$ cat config.mk
export PLATFORM = sky130hd
export DESIGN_NAME = wdt_timer16
export DESIGN_NICKNAME = d
export VERILOG_FILES = /design/src/rtl/wdt_timer16.sv
export SDC_FILE = /design/constraint.sdc
export NUM_CORES = 1
export LEC_CHECK = 0
export ABC_AREA = 1
export BUFFER_PORTS_ARGS = -buffer_cell sky130_fd_sc_hd__buf_2
export CORE_UTILIZATION = 55
export DETAILED_ROUTE_END_ITERATION = 7
export PLACE_DENSITY = 0.8
export SYNTH_ARGS = -nofsm -noshare
export SYNTH_HDL_FRONTEND = slang
export SYNTH_SLANG_ARGS = --single-unit
$ cat constraint.sdc
create_clock -name clk -period 3.18 [get_ports clk]
set_input_delay 0.477 -clock clk [delete_from_list [all_inputs] [get_ports clk]]
set_output_delay 0.477 -clock clk [all_outputs]
set_load 0.01 [all_outputs]
$ cat src/rtl/wdt_timer16.sv
module wdt_timer16 #(
  parameter int W = 16
) (
  input  logic         clk,
  input  logic         rst_n,
  input  logic         ctrl_we_i,
  input  logic [15:0]  ctrl_wdata_i,
  input  logic         load_we_i,
  input  logic [W-1:0] load_wdata_i,
  input  logic         pwr_down_i,
  input  logic         kick_i,
  output logic [15:0]  ctrl_o,
  output logic [W-1:0] count_o,
  output logic         irq_o,
  output logic         wdt_rst_o
);
  localparam logic [15:0] CTRL_MASK = 16'h01EF;
  localparam logic [15:0] WD_BIT    = 16'h0020;

  logic [15:0]  ctrl_q;
  logic [W-1:0] load_q, cnt_q;
  logic [7:0]   pre_q;
  logic         irq_q, rst_q;

  wire up_dir  = ctrl_q[8];
  wire enable  = ctrl_q[7];
  wire reload  = ctrl_q[6] | ctrl_q[5];
  wire wd_mode = ctrl_q[5];
  wire wd_irq  = ctrl_q[1];
  wire run     = enable & ~(ctrl_q[0] & pwr_down_i);

  logic pre_hit;
  always_comb begin
    case (ctrl_q[3:2])
      2'b01:   pre_hit = (pre_q[3:0] == 4'hF);
      2'b10:   pre_hit = (pre_q == 8'hFF);
      default: pre_hit = 1'b1;
    endcase
  end

  wire tick     = run & pre_hit;
  wire at_end   = up_dir ? (cnt_q == {W{1'b1}}) : (cnt_q == {W{1'b0}});
  wire kick_ok  = kick_i & wd_mode;
  wire restart  = ctrl_we_i | load_we_i | kick_ok;
  wire expire   = tick & at_end & ~load_we_i & ~kick_ok;

  always_ff @(posedge clk or negedge rst_n) begin
    if (!rst_n) begin
      ctrl_q <= '0;
      load_q <= '0;
    end else begin
      if (ctrl_we_i) ctrl_q <= (ctrl_wdata_i & CTRL_MASK) | (ctrl_q & WD_BIT);
      if (load_we_i) load_q <= load_wdata_i;
    end
  end

  always_ff @(posedge clk or negedge rst_n) begin
    if (!rst_n)       pre_q <= '0;
    else if (restart) pre_q <= '0;
    else if (run)     pre_q <= pre_q + 8'd1;
  end

  always_ff @(posedge clk or negedge rst_n) begin
    if (!rst_n)                 cnt_q <= '0;
    else if (load_we_i)         cnt_q <= load_wdata_i;
    else if (kick_ok)           cnt_q <= load_q;
    else if (tick) begin
      if (at_end && reload)     cnt_q <= load_q;
      else if (up_dir)          cnt_q <= cnt_q + W'(1);
      else                      cnt_q <= cnt_q - W'(1);
    end
  end

  always_ff @(posedge clk or negedge rst_n) begin
    if (!rst_n) begin
      irq_q <= 1'b0;
      rst_q <= 1'b0;
    end else begin
      irq_q <= expire & (~wd_mode | wd_irq);
      rst_q <= expire & wd_mode & ~wd_irq;
    end
  end

  assign ctrl_o    = ctrl_q;
  assign count_o   = cnt_q;
  assign irq_o     = irq_q;
  assign wdt_rst_o = rst_q;

  a_r13_wd_lock: assert property (@(posedge clk) disable iff (!rst_n)
    ctrl_q[5] |=> ctrl_q[5]);

  a_r11_one_outcome: assert property (@(posedge clk) disable iff (!rst_n)
    !(irq_q && rst_q));

  a_r10_rst_source: assert property (@(posedge clk) disable iff (!rst_n)
    rst_q |-> $past(ctrl_q[5] && !ctrl_q[1]));

  a_r4_hold_disabled: assert property (@(posedge clk) disable iff (!rst_n)
    (!ctrl_q[7] && !load_we_i && !(kick_i && ctrl_q[5])) |=> $stable(cnt_q));

  a_r3_load_copy: assert property (@(posedge clk) disable iff (!rst_n)
    load_we_i |=> cnt_q == $past(load_wdata_i));

  a_r12_kick_reload: assert property (@(posedge clk) disable iff (!rst_n)
    (kick_i && ctrl_q[5] && !load_we_i) |=> (cnt_q == $past(load_q)) && !rst_q && !irq_q);
endmodule

==> metrics.cfg <==
[outcome]
status=complete, no violations

[critical_path]
critPathLaunchType=flip-flop
path_class=reg -> reg
path_cells=inv_1 -> ha_1 -> nand2_1 -> nand3_1 -> nand2_1 -> nand2_1 -> nand2_1 -> nand2_1 -> nand3_1 -> nand2_1 -> nor2_1 -> nor2_1
path_depth=12
cp.required_ps=3380
cp_max_fo=15
startpoint=ctrl_o[8]
cp_num_buf_inv=1
crit_family=simple AND/OR/NAND/NOR gates
worst_path_largest_cell_delay_ps=470
crit_slowest_cell=dfrtp_1
r2r_slack_ps=790
regToRegEndpoint=count_o[5]
crit_arrival_ps=2590
endpoint_kind=flip-flop
path_common_cell=nand2_1
worstSetupEndpoint=count_o[5]
rr_startpoint=ctrl_o[8]
reg2regPathDepth=12

[synthesis]
syn_inst=525
netlist_area_sq_um=3510
ys_types=32
avgSynthCellArea_sq_um=6.69
yosysSeqAreaShare=0.356
yosysWarnings=0
synth_seq_cells=50

[placement]
port_buffers=55
dpl.cell_count=645
dp_hpwl_mm=6.20
place.gp.congestion=0.874

[timing]
worst_slew_pin_slew_ps=1100
finalCritPeriodShare=0.751
setup_viol=0
skew_ps=7.20
fmax_ghz=0.419
min_period_ps=2390
tns_ps=0
slew_headroom=0.268
drv_slew=0
hold_viol=0
rsz0062_at_grt=no

[power]
power.leakage_nw=2.18
power_frac_clock=0.184
ir_worst_vdd_v=0.000416
internal_power_w=0.00116
switching_share=0.411
switchingPower_w=0.000809
p_comb_frac=0.421
powerDensity_nw_per_um2=508
power.total_w=0.00197
p_seq_frac=0.395

[route]
drc=0
vias=3362
vias_per_cell=5.16
drt-initial-drc-count=194
routed_wl_mm=8.10
drt_pre_antenna_iters=5
antenna_left=0
wire_per_inst_um=12.4

[cells_and_area]
drive_gt1_frac=0.140
mostFrequentLayoutCell=nand2_1
diodes=0
fin_cells=652
regArea_sq_um=1250
final_cell_mix=170 x nand2_1, 71 x nor2_1, 70 x inv_1
multi_input_area_sq_um=1900
syn_to_final_growth_pct=10.3
n_fill_cell=573
nNetsFinal=633
final_util=0.643

[clock_network]
postCtsSetupBuffers=0
cts_max_level=2
cts_tree=built
clock_path_buffers=2
numCtsBuffers=5
cts_root_buffer=clkbuf_8
clk_pin_slew_ps=90
ctsHoldBuffers=0
clk_latency_ps=300
cts_resized=0
clock_sinks=50

[die]
die_area_sq_um=6710
fp.dieH_um=81.9
start_util=0.583
ioPinCount=72
rows=28
core_sq_um=6030
die_width_um=81.9

[grt]
antenna_found_initial=0
grt_pass1_wl_mm=13.2
grt_overflow=0
grt_use_total=0.256
grt_start_max_net_pins=51
grt_pass1_vias=2982

[job]
cap_viol_max_count=0

[hold_path]
hold_class=in -> reg

[cells by family (layout without fill, tap and decap cells)]
group / count (synthesis) / after routing / share of synthesized area
AO/OA/AOI/OAI: 47 / 47 / 0.0734
XOR/XNOR: 5 / 5 / 0.0125
adder cells (fa/ha/maj): 18 / 18 / 0.0662
buffers and inverters: 89 / 134 / 0.110
flip-flops: 50 / 50 / 0.356
other: 1 / 8 / 0.00107
AND/OR/NAND/NOR: 315 / 315 / 0.381
[worst register-to-register path, cell delays in order (launching register included)]
cell     delay [ps]
dfrtp_1         470
inv_1           470
ha_1            410
nand2_1         120
nand3_1         190
nand2_1         130
nand2_1          80
nand2_1          60
nand2_1          50
nand3_1          90
nand2_1          60
nor2_1          110
nor2_1           40
[layer usage]
layer  vias up  GRT usage  wire length, um
met5         -          0                0
met4         0     0.0684              102
met3         9     0.0322              305
met2        75      0.421             3820
met1      1555      0.353             3870
li1       1723          -                -
[synth_stat cells]
cell      instances  area, sq um
nand2_1         170          638
nor2_1           71          267
inv_1            70          263
dfrtp_1          50         1250
nand3_1          40          200
a21oi_1          19         95.1
ha_1             17          213
o21ai_0          14         70.1
buf_4             9         67.6
o21ai_1           8         40.0
nor3_1            7         35.0
nand4_1           6         37.5
o21ai_2           6         52.6
nand2_2           5         31.3
xnor2_1           5         43.8
and2_1            4         25.0
buf_2             3         15.0
clkbuf_1          3         11.3
nand3b_1          3         22.5
buf_6             2         22.5
nor2_2            2         12.5
and3_1            1         6.26
buf_1             1         3.75
conb_1            1         3.75
fa_1              1         20.0
inv_2             1         3.75
nand2_4           1         11.3
nand3_2           1         10.0
nand3_4           1         17.5
nor2_4            1         11.3
or2_1             1         6.26
or2_2             1         6.26
[power by group through the flow]
stage | logic, W | clock network, W | registers, W
6_report | 0.000829 | 0.000362 | 0.000779
5_1_grt | 0.000942 | 0.000385 | 0.000788
4_1_cts | 0.000824 | 0.000367 | 0.000777
3_5_place_dp | 0.000817 | 0 | 0.000789
3_3_place_gp | 0.000795 | 0 | 0.000787
2_1_floorplan | 0.000591 | 0 | 0.000795
[area by class of cell]
type / count / area share
clock buffer: 6 / 0.0187
clock inverter: 1 / 0.00194
inverter: 71 / 0.0688
multi-input combinational: 393 / 0.491
sequential: 50 / 0.323
tap: 75 / 0.0242
timing repair buffer: 56 / 0.0730
[worst min path at each step]
| stage | depth (start not counted) | startpoint | slack (ps) | end |
|---|---|---|---|---|
| floorplan | 0 | rst_n | 180 | count_o[0] |
| global placement | 1 | ctrl_o[1] | 450 | wdt_rst_o |
| detailed placement | 1 | ctrl_o[1] | 450 | wdt_rst_o |
| CTS | 3 | ctrl_wdata_i[5] | 370 | ctrl_o[5] |
| global route | 3 | ctrl_wdata_i[8] | 390 | ctrl_o[8] |
| finish | 3 | ctrl_wdata_i[5] | 370 | ctrl_o[5] |
[sequential cells by signal (all words and copies together) (netlist names)]
signal / count
count_o: 16
ctrl_o: 8
irq_o: 1
load_q: 16
pre_q: 8
wdt_rst_o: 1
[through the flow]
| stage | instance area, sq um | hold slack (ps) | setup WS [ps] |
|---|---|---|---|
| final | 3880 | 368 | 791 |
| after global routing | 3880 | 392 | 591 |
| after CTS | 3880 | 371 | 800 |
| after detailed placement | 3800 | 452 | 825 |
| after global placement | 3800 | 445 | 863 |
| after floorplan | 3540 | 181 | 1220 |
(Power assumes the default switching activity.)
